[src/rtl/gpio_pkg.sv]
package gpio_pkg;
    localparam int PW         = 8;
    localparam int NPORT      = 5;
    localparam int NPIN       = NPORT * PW;
    localparam int AW         = 10;
    localparam int BANK_FIRST = 1;
    localparam int BANK_LAST  = 4;
    localparam int CTRL_PORT  = 0;
    localparam int NIB_GROUPS = 6;
    localparam int PAIR_PINS  = 2;
    localparam int BANK_BIT   = 7;
    localparam int PAIR_BIT   = 6;

    localparam logic [AW-1:0] ADDR_PUR       = 10'h3DF;
    localparam logic [AW-1:0] ADDR_RDMODE    = 10'h3FF;
    localparam logic [AW-1:0] ADDR_PORT_BASE = 10'h3E0;

    typedef struct packed {
        logic [PW-1:0] dir;
        logic [PW-1:0] data;
    } port_reg_t;

    function automatic logic [AW-1:0] data_addr(input int k);
        return ADDR_PORT_BASE + AW'(2 * k);
    endfunction

    function automatic logic [AW-1:0] dir_addr(input int k);
        return ADDR_PORT_BASE + AW'(2 * k + 1);
    endfunction

    function automatic logic [NPIN-1:0] pu_groups(input logic [PW-1:0] pur);
        logic [NPIN-1:0] m;
        m = '0;
        for (int j = 0; j < NIB_GROUPS; j++)
            m[BANK_FIRST*PW + 4*j +: 4] = {4{pur[j]}};
        m[BANK_LAST*PW +: PAIR_PINS] = {PAIR_PINS{pur[PAIR_BIT]}};
        return m;
    endfunction
endpackage

[src/rtl/gpio_pad_sync.sv]
module gpio_pad_sync #(
    parameter int W = 8
) (
    input  logic         clk,
    input  logic         rst,
    input  logic [W-1:0] d,
    output logic [W-1:0] q
);
    logic [W-1:0] meta;

    always_ff @(posedge clk) begin
        if (rst) begin
            meta <= '0;
            q    <= '0;
        end else begin
            meta <= d;
            q    <= meta;
        end
    end
endmodule

[src/rtl/gpio_port_reg.sv]
module gpio_port_reg
    import gpio_pkg::*;
#(
    parameter logic [AW-1:0] BASE    = '0,
    parameter bit            IN_BANK = 1'b0
) (
    input  logic          clk,
    input  logic          rst,
    input  logic [AW-1:0] bus_addr,
    input  logic [PW-1:0] bus_wdata,
    input  logic          bus_we,
    input  logic          bank_en,
    output port_reg_t     q
);
    logic held;
    assign held = IN_BANK && !bank_en;

    always_ff @(posedge clk) begin
        if (rst) begin
            q <= '0;
        end else if (held) begin
            q.data <= '0;
        end else if (bus_we) begin
            if (bus_addr == BASE)
                q.data <= bus_wdata;
            if (bus_addr == BASE + AW'(1))
                q.dir <= bus_wdata;
        end
    end
endmodule

[src/rtl/gpio_read_mux.sv]
module gpio_read_mux
    import gpio_pkg::*;
(
    input  logic [AW-1:0]               addr,
    input  port_reg_t [NPORT-1:0]       regs,
    input  logic [PW-1:0]               pur,
    input  logic                        latch_mode,
    input  logic                        bank_en,
    input  logic [NPIN-1:0]             pad_sync,
    output logic [PW-1:0]               rd
);
    always_comb begin
        rd = '0;
        if (addr == ADDR_PUR)
            rd = pur;
        if (addr == ADDR_RDMODE)
            rd = {{(PW-1){1'b0}}, latch_mode};
        for (int k = 0; k < NPORT; k++) begin
            if (addr == data_addr(k)) begin
                if (k >= BANK_FIRST && !bank_en)
                    rd = '0;
                else if (k == CTRL_PORT && latch_mode)
                    rd = regs[k].data;
                else
                    rd = (regs[k].dir & regs[k].data)
                       | (~regs[k].dir & pad_sync[k*PW +: PW]);
            end
            if (addr == dir_addr(k))
                rd = regs[k].dir;
        end
    end
endmodule

[src/rtl/gpio_port_ctrl.sv]
module gpio_port_ctrl
    import gpio_pkg::*;
(
    input  logic            clk,
    input  logic            rst,
    input  logic [AW-1:0]   bus_addr,
    input  logic [PW-1:0]   bus_wdata,
    input  logic            bus_we,
    output logic [PW-1:0]   bus_rdata,
    input  logic [NPIN-1:0] pad_in,
    output logic [NPIN-1:0] pad_out,
    output logic [NPIN-1:0] pad_oe,
    output logic [NPIN-1:0] pad_pu
);
    logic [PW-1:0]         pur_q;
    logic                  pcr_q;
    logic                  bank_en;
    logic [NPIN-1:0]       pad_sync;
    logic [PW-1:0]         rd_next;
    port_reg_t [NPORT-1:0] regs;

    assign bank_en = pur_q[BANK_BIT];

    always_ff @(posedge clk) begin
        if (rst) begin
            pur_q <= '0;
            pcr_q <= 1'b0;
        end else if (bus_we) begin
            if (bus_addr == ADDR_PUR)
                pur_q <= bus_wdata;
            if (bus_addr == ADDR_RDMODE)
                pcr_q <= bus_wdata[0];
        end
    end

    gpio_pad_sync #(.W(NPIN)) i_sync (
        .clk (clk),
        .rst (rst),
        .d   (pad_in),
        .q   (pad_sync)
    );

    for (genvar k = 0; k < NPORT; k++) begin : g_port
        localparam bit BANKED = (k >= BANK_FIRST);
        logic gate;

        gpio_port_reg #(.BASE(data_addr(k)), .IN_BANK(BANKED)) i_reg (
            .clk       (clk),
            .rst       (rst),
            .bus_addr  (bus_addr),
            .bus_wdata (bus_wdata),
            .bus_we    (bus_we),
            .bank_en   (bank_en),
            .q         (regs[k])
        );

        assign gate = !BANKED || bank_en;
        assign pad_out[k*PW +: PW] = gate ? regs[k].data : '0;
        assign pad_oe[k*PW +: PW]  = gate ? regs[k].dir  : '0;
    end

    assign pad_pu = pu_groups(pur_q) & ~pad_oe & {NPIN{bank_en}};

    gpio_read_mux i_rmux (
        .addr       (bus_addr),
        .regs       (regs),
        .pur        (pur_q),
        .latch_mode (pcr_q),
        .bank_en    (bank_en),
        .pad_sync   (pad_sync),
        .rd         (rd_next)
    );

    always_ff @(posedge clk) begin
        if (rst)
            bus_rdata <= '0;
        else
            bus_rdata <= rd_next;
    end
endmodule

[config.mk]
export PLATFORM = sky130hd
export DESIGN_NAME = gpio_port_ctrl
export DESIGN_NICKNAME = d
export VERILOG_FILES = /design/src/rtl/gpio_pkg.sv /design/src/rtl/gpio_pad_sync.sv /design/src/rtl/gpio_port_reg.sv /design/src/rtl/gpio_read_mux.sv /design/src/rtl/gpio_port_ctrl.sv
export SDC_FILE = /design/constraint.sdc
export NUM_CORES = 1
export LEC_CHECK = 0
export BUFFER_PORTS_ARGS = -buffer_cell sky130_fd_sc_hd__buf_2
export CAP_MARGIN = 20
export CELL_PAD_IN_SITES_DETAIL_PLACEMENT = 0
export CELL_PAD_IN_SITES_GLOBAL_PLACEMENT = 2
export CORE_AREA = 4 4 159 161
export CTS_BUF_LIST = sky130_fd_sc_hd__clkbuf_16
export CTS_CLUSTER_SIZE = 14
export DETAILED_ROUTE_END_ITERATION = 12
export DIE_AREA = 0 0 163 165
export PLACE_DENSITY_LB_ADDON = 0.1
export SYNTH_ARGS = -nofsm -noshare
export SYNTH_HDL_FRONTEND = slang
export SYNTH_SLANG_ARGS = --single-unit
[constraint.sdc]
create_clock -name clk -period 4.3 [get_ports clk]
set_clock_uncertainty 0.15 [all_clocks]
set_input_delay 0 -clock clk [delete_from_list [all_inputs] [get_ports clk]]
set_output_delay 0 -clock clk [all_outputs]
set_load 0.01 [all_outputs]
---- Word-level counts from Yosys, hierarchy flattened ----
Index checks and enable logic that the tools add are counted.
Widths: inputs -> output; s select.
storage, ports and cells
  flip-flop bits (word level) ............. 177
  input port bits ......................... 61
  output and inout bits ................... 128
  word-level logic and storage cells ...... 89
cells by class
  eq/ne operators ......................... 12
  muxes and demuxes ....................... 25
  bitwise gates (word level) .............. 24
  reductions and logical operators ........ 13
operators by type and width
  kind                  count
  $mux 8                25
  $eq 10x10->1 const B  12
  $and 8x8->8           10
  $and 34x40->40        1
  $and 40x40->40        1
  $not 40->40           1
  $not 8->8             5
  $or 8x8->8            5
  $reduce_and 2->1      8
  $reduce_and 3->1      4
  $reduce_or 2->1       1
  $not 1->1             1

---- Longest topological paths before layout ----
Gate-level depths: netlist of run 1.
  depth in word-level cells ............... 14
  depth in mapped cells ................... 7
  gate-level depth less buffers ........... 5

---- Cells and area by module ----
A second synthesis of run 1 with hierarchy kept.
unflattened totals
  cell total of the unflattened synthesis .. 967
  area total of the unflattened synthesis .. 8844.7 sq um
by module, submodules not included
  module                                instances  cells each  area an instance (sq um)  seq. area each (sq um)
  gpio_pad_sync                         1          168         2142.1                    1601.5
  gpio_read_mux                         1          260         1639.1                    0.0
  gpio_port_reg at g_port[2].i_reg ...  2          74          767.0                     320.3
  gpio_port_ctrl                        1          179         1311.3                    340.3
  gpio_port_reg at g_port[3].i_reg      1          74          757.0                     320.3
  gpio_port_reg at g_port[0].i_reg      1          64          733.2                     320.3
  gpio_port_reg at g_port[1].i_reg      1          74          728.2                     320.3

---- Least setup slack after synthesis of run 1 ----
Ideal clock, no wire load.
  path kind ............................... register to register
  from .................................... register pcr_q
  to ...................................... register bus_rdata[6]
  library setup time ...................... 0.125 ns
  arrival ................................. 1.490 ns
  data required time ...................... 4.025 ns
  slack ................................... 2.535 ns
  stages on the path, launching flop included .. 8
  buffers on the path ..................... 2
  clock period less this slack ............ 1.765 ns
  path through ............................ dfxtp_1 -> clkbuf_1 -> clkbuf_1 -> nor2_1 -> o32ai_1 -> a221oi_1 -> o2111ai_1 -> nand3_1
on the way
  word-level cells in the longest chain between the ends .. 11
RTL lines
  what                    line                  text
  start, declared         gpio_port_ctrl.sv:16  logic pcr_q;
  start signal, assigned  gpio_port_ctrl.sv:32  pcr_q <= bus_wdata[0];
  $mux 8                  gpio_read_mux.sv:22   else if (k == CTRL_PORT && latch_mode)
  $mux 8                  gpio_read_mux.sv:19   if (addr == data_addr(k)) begin
  $mux 8                  gpio_read_mux.sv:28   if (addr == dir_addr(k))
  $mux 8                  gpio_read_mux.sv:19
  $mux 8                  gpio_read_mux.sv:28
  $mux 8                  gpio_read_mux.sv:19
  $mux 8                  gpio_read_mux.sv:28
  $mux 8                  gpio_read_mux.sv:19
  $mux 8                  gpio_read_mux.sv:28
  $mux 8                  gpio_read_mux.sv:19
  $mux 8                  gpio_read_mux.sv:28
  end signal, assigned    gpio_port_ctrl.sv:78  bus_rdata <= rd_next;
  end, declared           gpio_port_ctrl.sv:9   output logic [PW-1:0] bus_rdata,
Every way passes these cells.
A chain may end at the register's enable or synchronous reset.

---- Worst setup path in the final report of run 1 ----
  from .................................... input bus_addr[5]
  to ...................................... register g_port[2].i_reg.q[11] (netlist name)
on the way
  word-level cells in the longest chain between the ends .. 2
RTL lines
  what                        line                 text
  start, declared             gpio_port_ctrl.sv:6  input logic [AW-1:0] bus_addr,
  $eq 10x10->1                gpio_port_reg.sv:26  if (bus_addr == BASE + AW'(1))
  $reduce_and 3->1 (no line)  --
  end, declared               gpio_port_reg.sv:13  output port_reg_t q
Every way passes these cells.

==> results of run 1 <==
cells by family (layout without fill, tap and decap cells):
family	after synthesis	after routing	share of synthesized area
compound gates	139	139	0.115
buf+inv	93	282	0.0536
flops	177	177	0.441
simple gates	397	397	0.267
mux	97	97	0.124
other cells	1	14	0.000467
what timing repair did:
| action | in CTS | in global routing |
|---|---|---|
| endpoints found under the hold margin | 137 | 0 |
| hold buffers | 59 | 0 |
| gates resized for setup | 0 | 0 |
| setup buffers | 0 | 0 |
where the power goes:
part | switching (W) | internal [W] | leakage [nW] | total (W)
combinational | 0.000127 | 0.0000957 | 2.68 | 0.000223
clock | 0.000796 | 0.000854 | 0.309 | 0.00165
sequential | 0.00000847 | 0.00167 | 1.44 | 0.00168
per-stage QoR:
step,area [um2],total power (W),instances,utilization,hold slack (ns)
after floorplan,8080,0.00183,917,-,-0.0218
after global placement,9020,0.00190,1339,0.376,0.0623
after detailed placement,9020,0.00190,1339,0.376,0.0616
after CTS,10200,0.00359,1430,0.427,0.0686
after global routing,10200,0.00369,1430,0.427,0.0848
final,10200,0.00355,1430,0.427,0.0727
state kept, by name, summed over array words and instances, names as in the netlist:
signal / flops
i_sync.meta: 40
i_sync.q: 40
g_port.i_reg.q: 80
bus_rdata: 8
pcr_q: 1
pur_q: 8
cells in the final DEF, fill, tap and decap left out, types with 5 or more instances in the layout:
cell type,Yosys,routed
nand3_1,7,7
dlygate4sd3_1,0,59
nor2b_1,82,82
o21bai_1,5,5
a211o_1,6,6
nor2_1,133,133
buf_4,15,7
o2111ai_1,6,6
nor4_1,22,22
a21oi_1,35,35
a311oi_1,7,7
buf_2,14,173
mux2i_1,80,80
o211ai_1,16,16
mux2_2,17,17
o21ai_0,35,35
clkbuf_16,0,17
dfxtp_1,177,176
nor3_1,18,18
and2_1,61,61
inv_8,0,5
conb_1,1,14
a22o_1,6,6
nand2_1,37,37
inv_1,11,11
worst min-delay path, cell delays in order:
cell,delay [ns]
buf_2,0.18
nand3_2,0.25
mux2i_1,0.11
nor2_1,0.07
final cells by class:
class	count	area, um2
clock buffers	17	425
clock inverters	15	206
fillers	2464	13700
inverters	11	41.3
multi-input cells	647	4110
flip-flops and latches	177	3540
well taps	324	405
repair buffers	239	1510
layer usage:
metal	track usage	wire length (um)	vias up
met5	0	0	-
met4	0.0579	481	0
met3	0.0344	1400	23
met2	0.321	12500	209
met1	0.312	14300	3333
li1	-	-	3461
worst paths after layout:
path,end,slack [ns],start
max,g_port[2].i_reg.q[11],1.63,bus_addr[5]
min,g_port[4].i_reg.q[6],0.07,bus_we
max reg2reg,g_port[4].i_reg.q[13],1.72,pur_q[7]
min reg2reg,i_sync.q[27],0.28,i_sync.meta[27]
==> metrics.csv, run 1 <==
metric,value,unit
grt_max_degree,74,
outcome,completed,
antennaDiodeCount,0,
drc,0,
grt.overflow.total,0,
async_reset_ff_frac,0,
hp-class,primary input to flop,
drtPass1Iterations,5,
ys.flop_type,dfxtp_1,
final_nets,1154,
cp-end-kind,flop,
critPathBufInv,3,
cp_cell_sequence,dlygate4sd3_1 > buf_2 > nand4b_2 > buf_4 > or3_1 > nor2_2 > nand2_1 > a21oi_1,
wl,28.6,mm
crit_family,simple AND/OR/NAND/NOR gates,
num_io_pins,189,
ant_nets,0,
synth.area.top_cells,"dfxtp_1, mux2i_1, nor2b_1",
cts_max_level,4,
synth_top_area_share,0.441,
cts_root_buffer,clkbuf_16,
start_util,0.335,
cts_sinks,177,
drv_slew,0,
ys_seq_area_frac,0.441,
final.setup.worst_slack,1.63,ns
die_h,165,um
timing.fmax,375,MHz
synth_top_cell_by_area,dfxtp_1,
hold_depth,4,
chipWidth,163,um
dp_hpwl,19.9,mm
netlist_area,8030,um2
worstSetupPathType,primary input to flop,
p_leak,4.44,nW
post-synth-top-count-cell,dfxtp_1,
reg2reg_depth,5,
finalCriticalPeriod,2.67,ns
viasPerCell,4.91,
gp_routability_congestion,0.866,
grt_pass1_vias,6900,
avgSynthCellArea,8.89,um2
setup_viol,0,
dp_slack,1.65,ns
synthCells,904,
path_clk_slew,0.07,ns
clock_path_buffers,2,
synth_common_cells,"dfxtp_1, nor2_1, nor2b_1",
ys_types,62,
route.detailed.wl_per_inst,20.0,um
max_cap_viol_count,0,
tritoncts,built,
layout-drive-gt1-share,0.228,
vdd_drop_max,0.206,mV
hold_viol,0,
setup_tns,0,ns
area_delta_synth_final,27.5,%
rsz0062_at_grt,false,
fp-row-count,57,
critPathLaunchType,primary input,
worstPathRequired,4.51,ns
clk_latency,0.44,ns
post-route-period-util,0.621,
synth-seq-cells,177,
slowest_delay,0.66,ns
grt_pass1_wl,43.0,mm
cts_buffers,17,
tightest_slew,0.995,ns
crit_slowest_cell,or3_1,
path_depth,8,
power_density,347,nW/um2
synth-edff-count,0,
slew_headroom,0.337,
portBuffers,174,
die_area,26900,um2
cp_max_fo,18,
core_area,24000,um2
grtUsageTotal,0.212,
num_vias,7026,
drt_first_iter_violations,405,
arrival,2.88,ns
yosys_warnings,0,
antenna_found_initial,0,
Power figures use the tool's default switching activity.
==> run 2, diff against run 1 <==
Settings changed: CORE_AREA 4 4 159 161 to 4 4 172 174, DIE_AREA 0 0 163 165 to 0 0 176 178.
Clock period 4.3 ns to 2.42 ns, I/O delays scaled along.
==> run 2 against run 1 <==
Compared with the run above:
- sequential power grew 78%
- count of clock-buffer cells in the layout unchanged
- setup slack lost 1.5 ns
- register-to-register slack worse by 1.6 ns
- sequential cell count is the same
- critical path depth down 3
- die area increased by 16%
- first-iteration DRC count shrank 0.49%
- critical path type is now flop to flop
- critical endpoint is now bus_rdata[6]
==> metrics.csv, run 2 (synthesis gave the netlist of run 1 again) <==
metric,value,unit
outcome,completed,
path_clk_slew,0.08,ns
start_util,0.289,
path_depth,5,
core_area,27800,um2
critPathLaunchType,flop,
gp_routability_congestion,0.861,
num_io_pins,189,
final.setup.worst_slack,0.165,ns
cts_sinks,177,
crit_slowest_cell,dfxtp_1,
final_nets,1180,
chipWidth,176,um
regArea,3540,um2
vdd_drop_max,0.347,mV
cp-end-kind,flop,
portBuffers,174,
final_common_cell,dfxtp_1,
cts_max_level,4,
worstSetupPathType,flop to flop,
grt_max_degree,115,
ant_nets,0,
setup_tns,0,ns
die_area,31300,um2
area_delta_synth_final,30.5,%
num_vias,7206,
grtUsageTotal,0.202,
slew_headroom,0.551,
drtPass1Iterations,7,
cp_cell_sequence,nor2_1 > o32ai_1 > a221oi_1 > o2111ai_1 > nand3_1,
top_register,g_port.i_reg.q,
worstPathRequired,2.57,ns
clkPwrFrac,0.449,
crit_path_end,bus_rdata[6],
r2r_slack,0.16,ns
cts_buffers,17,
antenna_found_initial,1,
post_cts_buffers,0,
largestRegisters,"g_port.i_reg.q: 80 flops, i_sync.meta: 40 flops, i_sync.q: 40 flops",
finalCriticalPeriod,2.26,ns
crit_family,compound AO/OA/AOI/OAI gates,
hold_viol,0,
drt_first_iter_violations,403,
max_cap_viol_count,0,
viasPerCell,4.77,
rsz0062_at_grt,false,
p_sw,0.00164,W
final_cell_mix,"dfxtp_1, buf_2, nor2_1",
slowest_delay,0.76,ns
layout-drive-gt1-share,0.248,
clk_latency,0.43,ns
pwr-share-seq,0.484,
wl,32.1,mm
route.detailed.wl_per_inst,21.3,um
die_h,178,um
critPathBufInv,0,
clock_path_buffers,2,
grt_pass1_vias,7261,
crit_path_start,pcr_q,
combPwrFrac,0.067,
grt.overflow.total,0,
tritoncts,built,
fp-row-count,61,
dp_slack,0.172,ns
cp_max_fo,18,
dp_hpwl,22.8,mm
power_density,589,nW/um2
r2r_end,bus_rdata[6],
multi_input_area,4110,um2
largest_reg_flops,80,
power.internal,0.00454,W
arrival,2.41,ns
post-route-period-util,0.932,
drv_slew,0,
r2r-start,pcr_q,
antennaDiodeCount,0,
switching_share,0.266,
fill_cells,2965,
reg2reg_depth,5,
p_leak,4.55,nW
tightest_slew,0.673,ns
cts_root_buffer,clkbuf_16,
grt_pass1_wl,47.2,mm
hp-class,primary input to flop,
drc,0,
timing.fmax,443,MHz
setup_viol,0,
[run 2: worst min-delay path by stage]
stage	endpoint	depth (start not counted)	slack, ns	from
floorplan	i_sync.meta[0]	1	-0.02	pad_in[0]
global placement	i_sync.meta[14]	2	0.06	pad_in[14]
detailed placement	i_sync.meta[10]	2	0.06	pad_in[10]
CTS	g_port[4].i_reg.q[7]	4	0.06	bus_we
global route	g_port[0].i_reg.q[4]	4	0.10	bus_we
finish	g_port[4].i_reg.q[7]	4	0.08	bus_we
[run 2: power groups by stage]
stage          registers (W)  clock network, W  logic [W]
6_report             0.00299           0.00278   0.000414
5_1_grt              0.00300           0.00298   0.000449
4_1_cts              0.00299           0.00288   0.000416
3_5_place_dp         0.00306                 0   0.000347
3_3_place_gp         0.00306                 0   0.000350
2_1_floorplan        0.00305                 0   0.000211
[run 2: final cells by class]
cell class	instances	share of cell area
Clock buffer	17	0.0406
Clock inverter	15	0.0159
Inverter	11	0.00394
Multi-Input combinational cell	647	0.392
Sequential cell	177	0.338
Tap cell	378	0.0451
Timing Repair Buffer	265	0.164
[run 2: through the flow]
step           power, W  area (um2)  hold WS, ns   util  cells
6_report        0.00618       10500       0.0838  0.377   1510
5_1_grt         0.00642       10500        0.102  0.377   1510
2_1_floorplan   0.00326        8080      -0.0218      -    917
4_1_cts         0.00629       10500       0.0601  0.377   1510
3_3_place_gp    0.00341        9340       0.0575  0.336   1423
3_5_place_dp    0.00341        9340       0.0635  0.336   1423
[run 2: layer usage]
layer	track usage	vias to the layer above	part of all wire
met1	0.266	3454	0.46
met3	0.0316	26	0.044
met2	0.349	209	0.48
li1	-	3515	-
met4	0.0520	2	0.017
met5	0	-	0.00022
[run 2: worst min-delay path, cell delays in order]
cell,delay (ns)
buf_2,0.19
nand3_2,0.25
mux2i_1,0.11
nor2_1,0.07
[run 2: timing repair]
| item | 4_1_cts | 5_1_grt |
|---|---|---|
| resized for setup | 0 | 1 |
| hold buffers | 55 | 0 |
| endpoints found under the hold margin | 133 | 0 |
| endpoints found under the setup margin | 0 | 18 |
